[src/rtl/cbs_pkg.sv]
package cbs_pkg;
  typedef enum logic [2:0] {
    ST_IDLE,
    ST_MUL,
    ST_QUO,
    ST_DIG,
    ST_OUT
  } cbs_state_e;
endpackage

[src/rtl/cbs_mul.sv]
// Sequential shift-add multiplier, one multiplier bit per cycle, LSB first.
module cbs_mul #(
  parameter int A_W = 16,
  parameter int B_W = 16,
  localparam int P_W = A_W + B_W,
  localparam int CNT_W = $clog2(B_W + 1)
) (
  input  logic           clk,
  input  logic           rst_n,
  input  logic           start,
  input  logic [A_W-1:0] a,
  input  logic [B_W-1:0] b,
  output logic [P_W-1:0] prod,
  output logic           done
);
  logic [P_W-1:0]   mcand;
  logic [B_W-1:0]   mplier;
  logic [P_W-1:0]   acc;
  logic [CNT_W-1:0] cnt;
  logic             busy;

  always_ff @(posedge clk or negedge rst_n) begin
    if (!rst_n) begin
      mcand  <= '0;
      mplier <= '0;
      acc    <= '0;
      cnt    <= '0;
      busy   <= 1'b0;
      done   <= 1'b0;
    end else begin
      done <= 1'b0;
      if (start) begin
        mcand  <= P_W'(a);
        mplier <= b;
        acc    <= '0;
        cnt    <= CNT_W'(B_W);
        busy   <= 1'b1;
      end else if (busy) begin
        if (mplier[0]) acc <= acc + mcand;
        mcand  <= mcand << 1;
        mplier <= mplier >> 1;
        cnt    <= cnt - CNT_W'(1);
        if (cnt == CNT_W'(1)) begin
          busy <= 1'b0;
          done <= 1'b1;
        end
      end
    end
  end

  assign prod = acc;
endmodule

[src/rtl/cbs_div.sv]
// Restoring divider, one quotient bit per cycle, MSB first.
module cbs_div #(
  parameter int N_W = 21,
  parameter int D_W = 10,
  localparam int CNT_W = $clog2(N_W + 1)
) (
  input  logic           clk,
  input  logic           rst_n,
  input  logic           start,
  input  logic [N_W-1:0] dividend,
  input  logic [D_W-1:0] divisor,
  output logic [N_W-1:0] quot,
  output logic [D_W-1:0] rem,
  output logic           done
);
  logic [N_W-1:0]   q;
  logic [D_W-1:0]   r;
  logic [CNT_W-1:0] cnt;
  logic             busy;
  logic [D_W:0]     trial;
  logic [D_W:0]     diff;
  logic             fits;

  assign trial = {r, q[N_W-1]};
  assign fits  = trial >= {1'b0, divisor};
  assign diff  = trial - {1'b0, divisor};

  always_ff @(posedge clk or negedge rst_n) begin
    if (!rst_n) begin
      q    <= '0;
      r    <= '0;
      cnt  <= '0;
      busy <= 1'b0;
      done <= 1'b0;
    end else begin
      done <= 1'b0;
      if (start) begin
        q    <= dividend;
        r    <= '0;
        cnt  <= CNT_W'(N_W);
        busy <= 1'b1;
      end else if (busy) begin
        r   <= fits ? diff[D_W-1:0] : trial[D_W-1:0];
        q   <= {q[N_W-2:0], fits};
        cnt <= cnt - CNT_W'(1);
        if (cnt == CNT_W'(1)) begin
          busy <= 1'b0;
          done <= 1'b1;
        end
      end
    end
  end

  assign quot = q;
  assign rem  = r;
endmodule

[src/rtl/cap_bank_selector.sv]
module cap_bank_selector #(
  parameter int IRMS_W     = 16,
  parameter int SIN_W      = 16,
  parameter int SIN_FRAC   = 15,
  parameter int BANK_N     = 10,
  parameter int UNIT_UF    = 10,
  parameter int SLOPE_MUL  = 10,
  parameter int SLOPE_DIV  = 622,
  parameter int DIGIT_BASE = 10,
  localparam int CAP_MAX   = BANK_N * UNIT_UF,
  localparam int CAP_W     = $clog2(CAP_MAX + 1),
  localparam int CNT_W     = $clog2(BANK_N + DIGIT_BASE + 1)
) (
  input  logic              clk,
  input  logic              rst_n,
  input  logic              in_valid,
  output logic              in_ready,
  input  logic [IRMS_W-1:0] irms_ma,
  input  logic [SIN_W-1:0]  sin_q,
  output logic              out_valid,
  output logic [CAP_W-1:0]  cap_uf,
  output logic [CNT_W-1:0]  par_cnt,
  output logic [CNT_W-1:0]  ser_cnt,
  output logic [BANK_N-1:0] relay_en
);
  import cbs_pkg::*;

  localparam int PROD_W   = IRMS_W + SIN_W;
  localparam int REACT_W  = PROD_W - SIN_FRAC;
  localparam int SCALED_W = REACT_W + $clog2(SLOPE_MUL + 1);
  localparam int SLOPE_W  = $clog2(SLOPE_DIV + 1);
  localparam int DIG_W    = $clog2(DIGIT_BASE + 1);
  localparam int LUT_N    = 2 ** DIG_W;

  cbs_state_e state;
  logic       accept;

  // multiply stage
  logic [PROD_W-1:0]   prod;
  logic                mul_done;
  logic [REACT_W-1:0]  react_ma;
  logic [SCALED_W-1:0] scaled;

  // slope-divide stage
  logic                quo_start;
  logic [SCALED_W-1:0] quo_q;
  logic [SLOPE_W-1:0]  quo_r;
  logic                quo_done;
  logic [CAP_W-1:0]    cap_clamped;
  logic [CAP_W-1:0]    cap_r;

  // digit stage
  logic                dig_start;
  logic [CAP_W-1:0]    dig_q;
  logic [DIG_W-1:0]    dig_r;
  logic                dig_done;
  logic [CNT_W-1:0]    par_nxt;
  logic [CNT_W-1:0]    ser_nxt;
  logic [CNT_W-1:0]    used_sum;
  logic [CNT_W-1:0]    used;
  logic [BANK_N-1:0]   mask_nxt;
  logic [CNT_W-1:0]    ser_lut [LUT_N];

  assign in_ready = (state == ST_IDLE);
  assign accept   = in_valid && in_ready;

  cbs_mul #(.A_W(IRMS_W), .B_W(SIN_W)) u_mul (
    .clk   (clk),
    .rst_n (rst_n),
    .start (accept),
    .a     (irms_ma),
    .b     (sin_q),
    .prod  (prod),
    .done  (mul_done)
  );

  assign react_ma  = prod[PROD_W-1:SIN_FRAC];
  assign scaled    = SCALED_W'(react_ma) * SCALED_W'(SLOPE_MUL);
  assign quo_start = (state == ST_MUL) && mul_done;

  cbs_div #(.N_W(SCALED_W), .D_W(SLOPE_W)) u_quo (
    .clk      (clk),
    .rst_n    (rst_n),
    .start    (quo_start),
    .dividend (scaled),
    .divisor  (SLOPE_W'(SLOPE_DIV)),
    .quot     (quo_q),
    .rem      (quo_r),
    .done     (quo_done)
  );

  always_comb begin
    if (quo_q == '0)                           cap_clamped = CAP_W'(1);
    else if (quo_q > SCALED_W'(CAP_MAX))       cap_clamped = CAP_W'(CAP_MAX);
    else                                       cap_clamped = quo_q[CAP_W-1:0];
  end

  assign dig_start = (state == ST_QUO) && quo_done;

  cbs_div #(.N_W(CAP_W), .D_W(DIG_W)) u_dig (
    .clk      (clk),
    .rst_n    (rst_n),
    .start    (dig_start),
    .dividend (cap_clamped),
    .divisor  (DIG_W'(DIGIT_BASE)),
    .quot     (dig_q),
    .rem      (dig_r),
    .done     (dig_done)
  );

  // Series count per units digit: ceil(base / u), zero for u == 0.
  for (genvar u = 0; u < LUT_N; u++) begin : g_ser
    if (u == 0 || u >= DIGIT_BASE) begin : g_zero
      assign ser_lut[u] = '0;
    end else begin : g_val
      assign ser_lut[u] = CNT_W'((DIGIT_BASE + u - 1) / u);
    end
  end

  assign par_nxt  = dig_q[CNT_W-1:0];
  assign ser_nxt  = ser_lut[dig_r];
  assign used_sum = par_nxt + ser_nxt;
  assign used     = (used_sum > CNT_W'(BANK_N)) ? CNT_W'(BANK_N) : used_sum;

  for (genvar i = 0; i < BANK_N; i++) begin : g_mask
    assign mask_nxt[i] = used > CNT_W'(i);
  end

  always_ff @(posedge clk or negedge rst_n) begin
    if (!rst_n) begin
      state     <= ST_IDLE;
      cap_r     <= '0;
      out_valid <= 1'b0;
      cap_uf    <= '0;
      par_cnt   <= '0;
      ser_cnt   <= '0;
      relay_en  <= '0;
    end else begin
      unique case (state)
        ST_IDLE: if (accept) state <= ST_MUL;
        ST_MUL:  if (mul_done) state <= ST_QUO;
        ST_QUO: begin
          if (quo_done) begin
            cap_r <= cap_clamped;
            state <= ST_DIG;
          end
        end
        ST_DIG: begin
          if (dig_done) begin
            cap_uf    <= cap_r;
            par_cnt   <= par_nxt;
            ser_cnt   <= ser_nxt;
            relay_en  <= mask_nxt;
            out_valid <= 1'b1;
            state     <= ST_OUT;
          end
        end
        ST_OUT: begin
          out_valid <= 1'b0;
          state     <= ST_IDLE;
        end
        default: state <= ST_IDLE;
      endcase
    end
  end
endmodule

[config.mk]
export PLATFORM = sky130hd
export DESIGN_NAME = cap_bank_selector
export DESIGN_NICKNAME = d
export VERILOG_FILES = /design/src/rtl/cbs_pkg.sv /design/src/rtl/cbs_mul.sv /design/src/rtl/cbs_div.sv /design/src/rtl/cap_bank_selector.sv
export SDC_FILE = /design/constraint.sdc
export NUM_CORES = 1
export LEC_CHECK = 0
export ABC_AREA = 0
export BUFFER_PORTS_ARGS = -buffer_cell sky130_fd_sc_hd__buf_2
export CORE_MARGIN = 3
export CORE_UTILIZATION = 28
export DETAILED_ROUTE_END_ITERATION = 8
export GPL_TIMING_DRIVEN = 0
export RECOVER_POWER = 100
export SYNTH_ARGS = -nofsm -noshare
export SYNTH_HDL_FRONTEND = slang
export SYNTH_HIERARCHICAL = 1
export SYNTH_SLANG_ARGS = --single-unit
[constraint.sdc]
create_clock -name clk -period 3.5 [get_ports clk]
set_clock_uncertainty 0.05 [all_clocks]
set_input_delay 0.35 -clock clk [delete_from_list [all_inputs] [get_ports clk]]
set_output_delay 0.35 -clock clk [all_outputs]
set_load 0.1 [all_outputs]
==> impl_results.html <==
<table>
<tr><th>Metric</th><th>Value</th></tr>
<tr><th colspan="2">Place</th></tr>
<tr><td>Pre-CTS WS</td><td>0.4712 ns</td></tr>
<tr><td>Number of buffer cells added on primary ports</td><td>62</td></tr>
<tr><td>Final weighted congestion in routability-driven placement</td><td>approximately 0.81</td></tr>
<tr><td>Post-DP HPWL</td><td>between 15000 and 20000 um</td></tr>
<tr><th colspan="2">Job</th></tr>
<tr><td>Max-capacitance violation count</td><td>1</td></tr>
<tr><th colspan="2">Floorplan</th></tr>
<tr><td>Total die area</td><td>0.04291 mm2</td></tr>
<tr><td>Number of placement rows</td><td>73</td></tr>
<tr><td>Die span in y</td><td>207.2 um</td></tr>
<tr><td>Placeable Area</td><td>approximately 0.040 mm2</td></tr>
<tr><td>Number of primary I/O pins</td><td>64</td></tr>
<tr><td>Initial standard-cell utilization of the core</td><td>0.2845</td></tr>
<tr><td>Horiz. Die Dim</td><td>207.2 um</td></tr>
<tr><th colspan="2">CTS</th></tr>
<tr><td>TritonCTS clock tree</td><td>built</td></tr>
<tr><td>Worst skew pair latency</td><td>0.43 ns</td></tr>
<tr><td>CTS Hold Bufs</td><td>1</td></tr>
<tr><td>H-Tree Level Count</td><td>4</td></tr>
<tr><td>Setup Buffers After CTS</td><td>0</td></tr>
<tr><td>Number of CTS-inserted buffers</td><td>17</td></tr>
<tr><td>Cells resized by post-CTS repair</td><td>0</td></tr>
<tr><td>Clk pin slew, worst setup/hold paths</td><td>0.07 ns</td></tr>
<tr><td>Clock sink count</td><td>~180</td></tr>
<tr><td>Library cell used as clock root buffer</td><td>clkbuf_16</td></tr>
<tr><td>Max clock buf depth</td><td>2</td></tr>
<tr><th colspan="2">Global routing</th></tr>
<tr><td>Maximum number of pins on one net before global-route repair</td><td>92</td></tr>
<tr><td>Global Route Usage Sum</td><td>0.1196</td></tr>
<tr><td>Via count of the first global-routing pass</td><td>8940</td></tr>
<tr><td>Antenna violations before repair</td><td>0</td></tr>
<tr><td>First-pass GRT wire length</td><td>43840 um</td></tr>
<tr><td>Overall overflow remaining after global route</td><td>0</td></tr>
<tr><th colspan="2">Status</th></tr>
<tr><td>Violated checks</td><td>capacitance limit, slew limit</td></tr>
<tr><td>Result of the run</td><td>finished, violations left</td></tr>
<tr><th colspan="2">Finish</th></tr>
<tr><td>Number of filler instances in the final layout</td><td>4232</td></tr>
<tr><td>Antenna fix cells</td><td>0</td></tr>
<tr><td>Fraction of final layout cells with drive strength greater than 1</td><td>0.07891</td></tr>
<tr><td>Growth of design area from synthesis to finish</td><td>13.25%</td></tr>
<tr><td>Final-stage net count</td><td>1434</td></tr>
<tr><th colspan="2">Setup path</th></tr>
<tr><td>Sort of element at the end of the critical path</td><td>flop</td></tr>
<tr><td>Maximum fanout count along the critical path</td><td>6</td></tr>
<tr><td>Critical Path Start Type</td><td>flop</td></tr>
<tr><td>Worst EP required</td><td>3.76 ns</td></tr>
<tr><td>Arrival time of the worst setup path</td><td>around 3.4 ns</td></tr>
<tr><td>Count of cells along the worst register-to-register path</td><td>10</td></tr>
<tr><td>Worst Path Class, Setup</td><td>reg -&gt; reg</td></tr>
<tr><td>Reg2reg start</td><td>u_mul/prod[15]</td></tr>
<tr><td>RR Endpoint</td><td>u_mul/prod[31]</td></tr>
<tr><td>Worst R2R Setup Slack</td><td>0.40 ns</td></tr>
<tr><th colspan="2">Synth</th></tr>
<tr><td>Flop and latch count out of synthesis</td><td>178</td></tr>
<tr><td>Synth top cells by count</td><td>nand2_1, dfrtp_1, o21ai_0</td></tr>
<tr><td>Seq/Total Area, Yosys</td><td>0.3932</td></tr>
<tr><td>Area of the mapped netlist</td><td>approximately 0.011 mm2</td></tr>
<tr><td>Async SR Flop Fraction</td><td>1.000</td></tr>
<tr><td>Syn Inst Count</td><td>1211</td></tr>
<tr><td>Most common cell in the synthesized netlist</td><td>nand2_1</td></tr>
<tr><td>Most area-hungry cell type in the Yosys netlist</td><td>dfrtp_1</td></tr>
<tr><td>Number of different library cells in the post-synthesis netlist</td><td>88</td></tr>
<tr><td>Post-synth EDFFs</td><td>0</td></tr>
<tr><td>Synth warn</td><td>6</td></tr>
<tr><td>Dominant cells by area after synthesis</td><td>dfrtp_1, ha_1, mux2i_1</td></tr>
<tr><td>Ys flop type</td><td>dfrtp_1</td></tr>
<tr><td>Proportion of netlist area held by the largest area contributor</td><td>0.3932</td></tr>
<tr><td>Mean instance size in the synthesized netlist</td><td>9.356 um2</td></tr>
<tr><th colspan="2">STA</th></tr>
<tr><td>Final Max Slew Viols</td><td>88</td></tr>
<tr><td>Relative slew margins</td><td>-0.5134</td></tr>
<tr><td>Fin crit share</td><td>0.8845</td></tr>
<tr><td>Crit path setup slack, layout</td><td>0.4043 ns</td></tr>
<tr><td>Endpoints failing hold</td><td>0</td></tr>
<tr><td>F_max</td><td>0.3230 GHz</td></tr>
<tr><td>Clock period minus worst slack</td><td>3.096 ns</td></tr>
<tr><td>Setup repair after global routing missed its margin</td><td>false</td></tr>
<tr><td>Worst-margin pin slew</td><td>2.270 ns</td></tr>
<tr><td>Number of endpoints failing setup at the final stage</td><td>0</td></tr>
<tr><td>Worst hold margin</td><td>0.06909 ns</td></tr>
<tr><th colspan="2">Pwr</th></tr>
<tr><td>Power per cell area</td><td>329.5 mW/mm2</td></tr>
<tr><td>Worst vdd rail ir drop</td><td>0.3274 mV</td></tr>
<tr><td>Leakage</td><td>5.173 nW</td></tr>
<tr><th colspan="2">Routing</th></tr>
<tr><td>Final Routed Wirelength</td><td>25590 um</td></tr>
<tr><td>Drt first pass iters</td><td>5</td></tr>
<tr><td>Antenna-violating nets left</td><td>0</td></tr>
<tr><td>Violation count after the first detailed-route iteration</td><td>about 340</td></tr>
<tr><td>Residual DRC</td><td>0</td></tr>
<tr><td>Average detailed-routed wire length per instance</td><td>13.88 um</td></tr>
<tr><td>Overall via count from detail_route</td><td>8922</td></tr>
<tr><td>Vias per std cell</td><td>4.841</td></tr>
<tr><th colspan="2">Worst hold path</th></tr>
<tr><td>Worst hold path class</td><td>in -&gt; reg</td></tr>
<tr><td>Worst hold path cell count</td><td>3</td></tr>
<tr><td>Min-delay src</td><td>sin_q[12]</td></tr>
<tr><td>Hold Path Sink</td><td>u_mul/mplier[12]</td></tr>
</table>
cell type report:
class	instances	area, um2	area share
multi-input cells	950	6379	0.4971
flip-flops and latches	178	4454	0.3471
well taps	525	656.9	0.05119
clock buffers	19	452.9	0.03530
repair buffers	64	312.8	0.02438
plain buffers	56	259.0	0.02019
inverters	42	158.9	0.01238
clock inverters	9	157.7	0.01229
power by group:
part,switching [mW],internal [mW]
Combinational,0.0947,0.0523
Sequential,0,2.06
Clock,0.805,1.22
Total,0.900,3.33
cells in the final DEF, fill, tap and decap left out, types with 8 or more instances in the layout:
cell type	count
nand3_1	16
a21o_1	24
nor3_1	19
nand3b_1	9
xor2_1	22
mux2i_1	80
conb_1	17
buf_2	36
nor3b_1	8
clkbuf_1	71
xnor2_1	29
inv_1	41
nor2_1	86
dfrtp_1	178
a21oi_1	76
nand2b_1	24
o21ai_0	94
and2_1	8
ha_1	85
a211oi_1	15
mux2_2	8
clkbuf_16	17
a31oi_1	17
nand2_1	180
logic make-up after synthesis:
kind of cell               count (synthesis)  share of synthesized area
AOI/OAI and AO/OA                        303                     0.1764
xor gates and xnor gates                  51                    0.03942
DFF                                      178                     0.3932
buffers and inverters                     98                    0.03909
and+or+nand+nor                          398                     0.1663
adders and majority gates                 90                     0.1027
muxes                                     91                    0.08228
other                                      2                  0.0006629
flip-flops by register name (all words and copies together), names as in the netlist, 3 cells and up:
register,cells
u_mul/mcand,32
u_mul/prod,32
u_quo/quot,21
u_mul/mplier,16
relay_en,10
u_quo/rem,10
cap_r,7
cap_uf,7
u_dig/quot,7
par_cnt,5
u_mul/cnt,5
u_quo/cnt,5
ser_cnt,4
u_dig/rem,4
state,3
u_dig/cnt,3
worst max-delay path by stage:
stage | startpoint | end | slack (ns) | cells past startpoint
after floorplan | state[0] | u_mul/prod[28] | 0.50 | 7
after global placement | rst_n | relay_en[1] | -0.93 | 1
after detailed placement | u_mul/mcand[0] | u_mul/prod[30] | 0.47 | 12
after CTS | u_mul/mcand[0] | u_mul/prod[30] | 0.45 | 12
after global routing | u_mul/mcand[0] | u_mul/prod[30] | 0.13 | 12
final | u_mul/prod[15] | u_mul/prod[31] | 0.40 | 10
stage by stage:
step / setup TNS, ns / area (um2) / util / total power [mW] / instances
floorplan: 0 / 11390 / - / 2.168 / 1226
global placement: -160.75 / 12360 / 0.3103 / 2.238 / 1813
detailed placement: 0 / 12400 / 0.3113 / 2.245 / 1814
CTS: 0 / 13020 / 0.3269 / 4.282 / 1843
global route: 0 / 12830 / 0.3222 / 4.385 / 1843
finish: 0 / 12830 / 0.3222 / 4.228 / 1843
critical path, stage by stage (launching register included):
cell	delay [ns]
dfrtp_1	0.47
ha_1	0.42
a21oi_1	0.25
o211ai_1	0.13
a21oi_1	0.16
a31oi_1	0.10
a21oi_1	0.40
o21ai_2	0.16
a31oi_1	0.25
mux2i_1	0.25
mux2_1	0.34
metal layers:
| layer | vias up | GRT usage | routed length (um) |
|---|---|---|---|
| met5 | - | 0 | 0 |
| met4 | 0 | 0.02856 | 320 |
| met3 | 24 | 0.02196 | 615 |
| met2 | 122 | 0.2038 | 12370 |
| met1 | 4299 | 0.1578 | 12280 |
| li1 | 4477 | - | - |
Power figures use the tool's default switching activity.
